$ cat src/rtl/irq_flag_ctrl.sv
module irq_flag_ctrl #(
  parameter int NSRC = 5
) (
  input  logic            clk,
  input  logic            rst_n,
  input  logic [NSRC-1:0] src_pulse,
  input  logic            wr_en,
  input  logic [7:0]      wr_data,
  input  logic            rd_en,
  output logic [7:0]      rd_data,
  output logic            irq_n
);
  localparam int PADW = 7 - NSRC;

  logic [NSRC-1:0] flags_q, flags_d;
  logic [NSRC-1:0] mask_q, mask_d;
  logic            pend_q, pend_d;

  assign flags_d = rd_en ? '0 : (flags_q | src_pulse);

  always_comb begin
    mask_d = mask_q;
    if (wr_en) begin
      if (wr_data[7]) mask_d = mask_q | wr_data[NSRC-1:0];
      else            mask_d = mask_q & ~wr_data[NSRC-1:0];
    end
  end

  assign pend_d = rd_en ? 1'b0 : (pend_q | (|(flags_d & mask_d)));

  always_ff @(posedge clk or negedge rst_n) begin
    if (!rst_n) begin
      flags_q <= '0;
      mask_q  <= '0;
      pend_q  <= 1'b0;
    end else begin
      flags_q <= flags_d;
      mask_q  <= mask_d;
      pend_q  <= pend_d;
    end
  end

  assign rd_data = {pend_q, {PADW{1'b0}}, flags_q};
  assign irq_n   = ~pend_q;

  a_r5_read_clears: assert property (@(posedge clk) disable iff (!rst_n)
    rd_en |=> (rd_data == 8'h00) && irq_n);

  a_r1_pulse_latches: assert property (@(posedge clk) disable iff (!rst_n)
    (!rd_en && |src_pulse) |=> ((rd_data[NSRC-1:0] & $past(src_pulse)) == $past(src_pulse)));

  a_r2_mask_set: assert property (@(posedge clk) disable iff (!rst_n)
    (wr_en && wr_data[7]) |=> ((mask_q & $past(wr_data[NSRC-1:0])) == $past(wr_data[NSRC-1:0])));

  a_r3_mask_clear: assert property (@(posedge clk) disable iff (!rst_n)
    (wr_en && !wr_data[7]) |=> ((mask_q & $past(wr_data[NSRC-1:0])) == '0));

  a_r4_request_raised: assert property (@(posedge clk) disable iff (!rst_n)
    (!rd_en && |(flags_q & mask_q)) |=> !irq_n);

  a_r4_request_has_flag: assert property (@(posedge clk) disable iff (!rst_n)
    !irq_n |-> (|rd_data[NSRC-1:0]));

  a_r7_race_dropped: assert property (@(posedge clk) disable iff (!rst_n)
    (rd_en && |src_pulse) |=> (rd_data[NSRC-1:0] == '0));

  a_r8_pad_zero: assert property (@(posedge clk) disable iff (!rst_n)
    rd_data[6:5] == 2'b00);
endmodule

$ cat config.mk
export PLATFORM = sky130hd
export DESIGN_NAME = irq_flag_ctrl
export DESIGN_NICKNAME = d
export VERILOG_FILES = /design/src/rtl/irq_flag_ctrl.sv
export SDC_FILE = /design/constraint.sdc
export NUM_CORES = 1
export LEC_CHECK = 0
export BUFFER_PORTS_ARGS = -buffer_cell sky130_fd_sc_hd__buf_2
export CAP_MARGIN = 10
export CORE_AREA = 2 2 39 41
export CTS_CLUSTER_SIZE = 24
export DETAILED_ROUTE_END_ITERATION = 8
export DIE_AREA = 0 0 41 43
export PLACE_DENSITY_LB_ADDON = 0.15
export SYNTH_ARGS = -nofsm -noshare
export SYNTH_HDL_FRONTEND = slang
export SYNTH_SLANG_ARGS = --single-unit
$ cat constraint.sdc
create_clock -name clk -period 2.4 [get_ports clk]
set_input_delay 0.6 -clock clk [delete_from_list [all_inputs] [get_ports clk]]
set_output_delay 0.6 -clock clk [all_outputs]
set_load 0.01 [all_outputs]
Yosys cells after proc, flatten, opt, wreduce, memory -nomap -nowiden
Index checks and enable logic that the tools add are counted.
Word-level totals
  register bits: 11
  input port bits: 17
  logic and storage cells: 15
Operators by class
  muxes and demuxes: 4
  bitwise operators: 7
  reductions and logical operators: 1
Operators by type and width (count)
  $mux W5: 3
  $and A5 B5 Y5: 2
  $or A5 B5 Y5: 2
  $not A5 Y5: 1
  $reduce_or A5 Y1: 1
  $mux W1: 1
  $not A1 Y1: 1
  $or A1 B1 Y1: 1

Longest topological paths before layout
Gate-level depths: netlist of the first run.
  depth in word-level cells: 8
  depth in mapped cells: 4
  gate-level depth less buffers: 4

Worst setup path before layout of the first run
Ideal clock, no wire load.
  path kind: input-to-reg
  from: input wr_data[1]
  to: register pend_q
  arrival time: 1.190 ns
  required time: 2.271 ns
  slack: 1.080 ns
  stages on the path: 4
  path buffers: 0
  path through: nand2_1 -> mux2_4 -> a22oi_2 -> a31oi_1
On the way
  word-level cells in the longest chain between the ends: 8
  elaborated cells between the ends (all ways): 9
  those cells by class: 3 x mux; 5 x bitwise; 1 x reduce/logical
RTL lines
  start: declaration: line 8  | input logic [7:0] wr_data,
  $not A5 Y5: line 25  | else mask_d = mask_q & ~wr_data[NSRC-1:0];
  $and A5 B5 Y5: line 25
  $mux W5 (*): line 24  | if (wr_data[7]) mask_d = mask_q | wr_data[NSRC-1:0];
  $mux W5 (*): line 23  | if (wr_en) begin
  named net mask_d[1]: line 16  | logic [NSRC-1:0] mask_q, mask_d;
  $and A5 B5 Y5 (*): line 29  | assign pend_d = rd_en ? 1'b0 : (pend_q | (|(flags_d & mask_d)));
  $reduce_or A5 Y1 (*): line 29
  $or A1 B1 Y1 (*): line 29
  $mux W1 (*): line 29
  named net pend_d: line 17  | logic pend_q, pend_d;
  end signal: assignment: line 39  | pend_q <= pend_d;
  end: declaration: line 17
The timed path passes the listed nets; every way through them passes the cells marked *.

Worst setup path after layout of the first run
  from: register pend_q
  to: output irq_n
On the way
  word-level cells in the longest chain between the ends: 1
RTL lines
  $not A1 Y1: line 44  | assign irq_n = ~pend_q;
  end: declaration: line 11  | output logic irq_n
No other way between the ends.

==> results.cfg, run 1 <==
[setup_path]
startpoint_type = flip-flop
required_ns = 1.80
critPathSlowestCell = dfrtp_1
worstPathMaxFanout = 3
cpPeakStageDelay_ns = 0.39
rr_worst_depth = 3
critPathKind = flip-flop to output port
arrival_ns = 0.81
critical_path.cell_chain = inv_1 -> buf_2
end_kind = output port

[final_layout]
fill_cells = 147
fin_util_pct = 43.2
final_area_um2 = 598
final_nets = 81
final_common_cell = buf_2
multi_input_area_um2 = 168
areaGrowthSynthToFinish_pct = 28.5
drive_above_1_share_pct = 49.2
mostFrequentLayoutCells = buf_2 (21), dfrtp_1 (11), nor2_1 (10)
n_antenna_cell = 0
regArea_um2 = 275

[routing]
wl_met2_um = 347
wl_um = 801
via_per_inst = 4.20
drc_errors = 0
post_drt_wl_per_cell_um = 10.1
first_pass_iters = 1
wl_met3_um = 82
ant_nets = 0
m1WireLength_um = 371
drt_iter0_markers = 0
vias = 332
routed.top_layer = met3

[global_routing]
gr-total-overflow = 0
grt_max_degree = 12
grt_pass1_wl_mm = 1.28
gr-usage-all-layers_pct = 11.2
grt_pass1_vias = 326
antenna_found_initial = 0

[floorplanning]
dieArea_um2 = 1760
pin_count = 26
rows = 14
die_h_um = 43
die_x_um = 41
coreArea_um2 = 1380
start_util_pct = 33.6

[cts]
cts_repair_resize_count = 0
cts.path.max_buffers = 2
htreeDepth = 1
cts-buffers-inserted = 3
cts.sinks = 11
cts_setup_buffers = 0
cts_root_buffer = clkbuf_4
cts_tree = done
clk-insertion-delay-late_ns = 0.26
path_clk_slew_ns = 0.06
cts_hold_buf = 0

[power_and_ir_drop]
p_total_mw = 0.408
power_density_nw_per_um2 = 682
irDropWorstVdd_uv = 324
p_leak_nw = 0.316

[placement]
io_buffers = 21
gp_congestion = 0.608
placed_cell_area_um2 = 572
dp_hpwl_um = 621

[timing]
max_clock_freq_mhz = 707
fin_setup_tns_ns = 0
finalCriticalPeriod_ns = 1.41
rsz0062_at_grt = false
min_period_over_period_pct = 58.9
setup_viol = 0
hold_ws_ns = 0.193
fin_worst_skew_ns = 0.00118
hold_viol = 0
drv_slew = 0

[logic_synthesis]
syn-instance-count = 40
synth_top_area_share_pct = 59.1
synthTopCellsByArea = dfrtp_1 (59%), mux2_4 (9.7%), nor2_1 (8.1%)
yosysTopAreaCell = dfrtp_1
ys_types = 11
synth_seq_cells = 11
netlist_area_um2 = 465
yosysSeqAreaShare_pct = 59.1
avgSynthCellArea_um2 = 11.6
yosysWarnings = 0

[job]
drv_cap = 0

[run_status]
status = finished, final reports clean

[worst_hold_path]
hold_path.class = input pin to asynchronous set/reset pin
cell usage after synthesis:
master,count
a31oi_1,1
buf_4,3
mux2_2,2
a22oi_2,2
mux2_4,3
inv_1,1
a21oi_1,1
nand2_1,5
conb_1,1
nor2_1,10
dfrtp_1,11
cell families (layout without fill, tap and decap cells):
group,Yosys count,after routing,share of synthesized area [%]
flops,11,11,59.1
simple gates,15,15,12.1
compound gates,4,4,7.79
mux,5,5,14.5
buf+inv,4,26,5.64
other cells,1,2,0.806
state kept, by name, indices dropped and copies added (netlist names):
name / flops
flags_q: 5
mask_q: 5
pend_q: 1
area by class of cell:
type	instances	share of cell area, %
Tap cell	16	3.35
Timing Repair Buffer	21	17.6
Inverter	1	0.628
Clock buffer	4	4.39
Multi-Input combinational cell	26	28.0
Sequential cell	11	46.0
per-stage QoR:
step / std cells / setup slack [ns]
2_1_floorplan: 41 / 1.08
3_3_place_gp: 75 / 0.902
3_5_place_dp: 75 / 0.889
4_1_cts: 79 / 0.969
5_1_grt: 79 / 0.934
6_report: 79 / 0.986
path summary, 6_finish.rpt:
check | startpoint | to | slack, ns
max in group asynchronous | rst_n | flags_q[3] | 2.01
worst max register to register | mask_q[1] | pend_q | 1.39
worst max-delay path | pend_q | irq_n | 0.99
worst min-delay path | rst_n | mask_q[4] | 0.19
min in group clk | mask_q[0] | mask_q[0] | 0.50
worst min register to register | mask_q[0] | mask_q[0] | 0.50
power breakdown:
part	internal (mW)	leakage [nW]	total [mW]	switching (mW)
logic	0.0389	0.168	0.0755	0.0366
clock network	0.0642	0.0150	0.120	0.0556
registers	0.205	0.134	0.213	0.00724
per-layer routing:
metal	GRT usage (%)	vias up
met5	0	-
met4	6.00	0
li1	-	171
met2	15.6	18
met3	6.28	0
met1	13.2	143
critical path, delay by kind of cell, from the launching register on:
kind / cells / cell delay (ns)
buf+inv: 2 / 0.16
flops: 1 / 0.39
No activity file was read; power rests on OpenSTA's default activity.
==> run 2, diff against run 1 <==
==> constraint.sdc (replaced) <==
create_clock -name clk -period 1.3 [get_ports clk]
set_input_delay 0.325 -clock clk [delete_from_list [all_inputs] [get_ports clk]]
set_output_delay 0.325 -clock clk [all_outputs]
set_load 0.01 [all_outputs]
==> run 2 against run 1 <==
Critical path type unchanged. Via count grew 0.60%. Non-clock buffer count grew 1. Hold slack gained 0.10 ns. First-iteration DRC count is the same. Critical endpoint unchanged. Sequential power grew 85%. Global-route usage is the same. Highest routed layer unchanged. Flip-flop and latch count is the same. Worst setup slack lost 0.83 ns.
==> results.cfg, run 2 (synthesized netlist as in run 1, its figures left out) <==
[power_and_ir_drop]
p_total_mw = 0.756
power_density_nw_per_um2 = 1240
p_leak_nw = 0.320
irDropWorstVdd_uv = 601

[floorplanning]
die_h_um = 43
dieArea_um2 = 1760
coreArea_um2 = 1380
start_util_pct = 33.6
die_x_um = 41
pin_count = 26
rows = 14

[cts]
path_clk_slew_ns = 0.06
cts-buffers-inserted = 3
htreeDepth = 1
cts_setup_buffers = 0
cts.path.max_buffers = 2
cts_tree = done
clk-insertion-delay-late_ns = 0.26
cts_root_buffer = clkbuf_4
cts.sinks = 11

[global_routing]
gr-total-overflow = 0
grt_max_degree = 12
grt_pass1_wl_mm = 1.28
antenna_found_initial = 0
gr-usage-all-layers_pct = 11.2
grt_pass1_vias = 326

[timing]
finalCriticalPeriod_ns = 1.14
max_clock_freq_mhz = 878
drv_slew = 0
fin_setup_tns_ns = 0
setup_ws_ns = 0.161
hold_viol = 0
rsz0062_at_grt = false
min_period_over_period_pct = 87.6
setup_viol = 0
fin_worst_skew_ns = 0.00118

[setup_path]
required_ns = 0.98
arrival_ns = 0.81
startpoint_type = flip-flop
critPathKind = flip-flop to output port
worstPathMaxFanout = 3
end_kind = output port

[routing]
via_per_inst = 4.18
drt_iter0_markers = 0
first_pass_iters = 1
ant_nets = 0
vias = 334
wl_um = 804
drc_errors = 0
post_drt_wl_per_cell_um = 10.1

[placement]
gp_congestion = 0.608
io_buffers = 21
pre_cts_ws_ns = 0.0642
placed_cells = 75
dp_hpwl_um = 621

[final_layout]
drive_above_1_share_pct = 48.4
areaGrowthSynthToFinish_pct = 30.6
top_regs = flags_q x5, mask_q x5, pend_q x1
final_nets = 82
finalNonFillerCells = 80
regArea_um2 = 275
final_common_cell = buf_2
multi_input_area_um2 = 168
mostFrequentLayoutCells = buf_2 (21), dfrtp_1 (11), nor2_1 (10)
n_antenna_cell = 0
fill_cells = 146
fin_util_pct = 43.9

[run_status]
status = finished, final reports clean

[worst_hold_path]
hold_path.class = input pin to flip-flop

[job]
drv_cap = 0
## run 2: through the flow
step | hold slack, ns | area [um2]
after floorplan | 0.0294 | 469
after global placement | 0.206 | 572
after detailed placement | 0.203 | 572
after CTS | 0.292 | 608
after global routing | 0.310 | 608
final | 0.294 | 608
## run 2: path summary, 6_finish.rpt
check | from | end | slack, ns | depth (start not counted)
min in group asynchronous | rst_n | mask_q[4] | 0.45 | 2
max | pend_q | irq_n | 0.16 | 2
min reg2reg | mask_q[0] | mask_q[0] | 0.50 | 1
max in group asynchronous | rst_n | flags_q[3] | 0.65 | 2
min | rd_en | pend_q | 0.29 | 2
max reg2reg | mask_q[1] | pend_q | 0.29 | 3
## run 2: metal layers
layer  routed length (um)  track usage, %
met4                    0            6.00
met2                  347            15.6
met5                    0               0
met3                   79            6.28
met1                  377            13.2
## run 2: report_power, final
| part | internal [mW] | total (mW) | switching (mW) |
|---|---|---|---|
| Combinational | 0.0738 | 0.142 | 0.0678 |
| Clock | 0.119 | 0.221 | 0.103 |
| Sequential | 0.379 | 0.393 | 0.0134 |
| Total | 0.572 | 0.756 | 0.184 |
## run 2: repair_timing
| action | 4_1_cts | 5_1_grt |
|---|---|---|
| resized for setup | 0 | 0 |
| endpoints found under the hold margin | 11 | 0 |
| hold buffers | 1 | 0 |
## run 2: final cells by class
class | instances | area share, %
sequential | 11 | 45.3
tap | 16 | 3.29
multi-input combinational | 26 | 27.6
inverter | 1 | 0.617
timing repair buffer | 22 | 18.9
clock buffer | 4 | 4.32
## run 2: worst max-delay path, cell delays in order (launching register included)
cell	delay, ns
dfrtp_1	0.39
inv_1	0.05
buf_2	0.11
==> run 3, diff against run 2 <==
--- a/config.mk
+++ b/config.mk
@@ -11,6 +11,8 @@
 export CTS_CLUSTER_SIZE = 24
 export DETAILED_ROUTE_END_ITERATION = 8
 export DIE_AREA = 0 0 41 43
+export GPL_TIMING_DRIVEN = 0
+export HOLD_SLACK_MARGIN = 0.1
 export PLACE_DENSITY_LB_ADDON = 0.15
 export SYNTH_ARGS = -nofsm -noshare
 export SYNTH_HDL_FRONTEND = slang
==> constraint.sdc (replaced) <==
create_clock -name clk -period 1.3 [get_ports clk]
set_input_delay 0.13 -clock clk [delete_from_list [all_inputs] [get_ports clk]]
set_output_delay 0.13 -clock clk [all_outputs]
set_load 0.01 [all_outputs]
==> run 3 against run 2 <==
Global-route usage rose by 2.2 points. Clock skew rose by 0.0039 ns. Core utilization rose by 2.4 points. Non-clock buffer count rose by 4. Critical path depth rose by 3. Final cell count rose by 5.0%. Hold slack got worse by 0.16 ns. Sequential share of layout area fell by 2.3 points. Critical endpoint is now pend_q. Largest cell class unchanged.
==> results.cfg, run 3 (synthesized netlist as in run 1, its figures left out) <==
[setup_path]
required_ns = 1.49
startpoint_type = input pin
regToRegSetupSlack_ns = 0.29
r2r_end = pend_q
rr_worst_depth = 3
critPathKind = input pin to flip-flop
worstPathMaxFanout = 6
arrival_ns = 1.26
rr_startpoint = mask_q[1]
end_kind = flip-flop

[cts]
path_clk_slew_ns = 0.07
cts_root_buffer = clkbuf_4
cts.sinks = 11
cts.path.max_buffers = 2
cts_tree = done
clk-insertion-delay-late_ns = 0.26
htreeDepth = 1
cts_setup_buffers = 0
cts_repair_resize_count = 0
cts_hold_buf = 2
cts-buffers-inserted = 3

[timing]
fin_worst_skew_ns = 0.00504
max_clock_freq_mhz = 934
rsz0062_at_grt = false
min_period_over_period_pct = 82.4
drv_slew = 0
finalCriticalPeriod_ns = 1.07
hold_viol = 0
fin_setup_tns_ns = 0
hold_ws_ns = 0.139
setup_viol = 0

[routing]
drc_errors = 0
first_pass_iters = 1
via_per_inst = 4.37
vias = 367
post_drt_wl_per_cell_um = 10.8
wl_um = 906
drt_iter0_markers = 0
ant_nets = 0

[global_routing]
gr-usage-all-layers_pct = 13.5
grt_pass1_wl_mm = 1.53
grt_pass1_vias = 381
gr-total-overflow = 0
antenna_found_initial = 0
grt_max_degree = 12

[placement]
placed_cells = 78
gp_congestion = 0.634
placed_cell_area_um2 = 594
io_buffers = 21

[final_layout]
final_common_cell = buf_2
finalNonFillerCells = 84
n_antenna_cell = 0
mostFrequentLayoutCells = buf_2 (21), dfrtp_1 (11), nor2_1 (10)
drive_above_1_share_pct = 50.0
fin_util_pct = 46.3
top_regs = flags_q x5, mask_q x5, pend_q x1
final_nets = 86
final_area_um2 = 641
areaGrowthSynthToFinish_pct = 37.6

[job]
drv_cap = 0

[floorplanning]
dieArea_um2 = 1760
start_util_pct = 33.6
rows = 14
pin_count = 26
coreArea_um2 = 1380
die_x_um = 41
die_h_um = 43

[worst_hold_path]
hp-start = src_pulse[2]
min_to = flags_q[2]
hold_path.class = input pin to flip-flop
worstHoldPathCells = 3

[run_status]
status = finished, final reports clean

[power_and_ir_drop]
irDropWorstVdd_uv = 703
power_density_nw_per_um2 = 1210
p_leak_nw = 0.340
run 3: changes by cell type in the layout (fill, tap and decap cells not counted), sizes merged:
cell / previous run / this run
dlygate4sd3: 1 / 2
buf: 21 / 24
run 3: final cells by class:
type                    count  area (um2)
fillers                   148         743
flip-flops and latches     11         275
multi-input cells          26         168
repair buffers             23         125
clock buffers               4        26.3
plain buffers               3        22.5
well taps                  16        20.0
inverters                   1        3.75
run 3: how the worst max path moves through the flow:
| stage | from | end | slack, ns | depth (start not counted) |
|---|---|---|---|---|
| 2_1_floorplan | mask_q[1] | pend_q | 0.35 | 3 |
| 3_3_place_gp | wr_en | pend_q | 0.28 | 5 |
| 3_5_place_dp | wr_en | pend_q | 0.26 | 5 |
| 4_1_cts | rd_en | pend_q | 0.23 | 5 |
| 5_1_grt | rd_en | pend_q | 0.17 | 5 |
| 6_report | rd_en | pend_q | 0.23 | 5 |
run 3: worst max-delay path, stage by stage:
cell and delay, ns:
dlygate4sd3_1 0.53, buf_2 0.16, nor2_1 0.18, a22oi_2 0.11, a31oi_1 0.16
run 3: routing by layer:
layer	routed length [um]	share of wire [%]	global-route usage, %	up-vias
met1	378	42	14.9	169
met3	94	10	9.42	0
li1	-	-	-	181
met5	0	0	0	-
met4	0	0	2.00	0
met2	433	48	20.9	17
run 3: per-stage QoR:
| stage | worst slack [ns] | power [mW] |
|---|---|---|
| 2_1_floorplan | 0.352 | 0.490 |
| 3_3_place_gp | 0.275 | 0.551 |
| 3_5_place_dp | 0.261 | 0.553 |
| 4_1_cts | 0.227 | 0.792 |
| 5_1_grt | 0.167 | 0.836 |
| 6_report | 0.229 | 0.777 |
run 3: report_power, final:
group          switching (mW)  total [mW]  internal [mW]  leakage, nW
Clock                   0.110       0.229          0.119       0.0150
Combinational          0.0702       0.154         0.0842        0.192
Sequential             0.0146       0.394          0.379        0.134
Total                   0.195       0.777          0.582        0.340
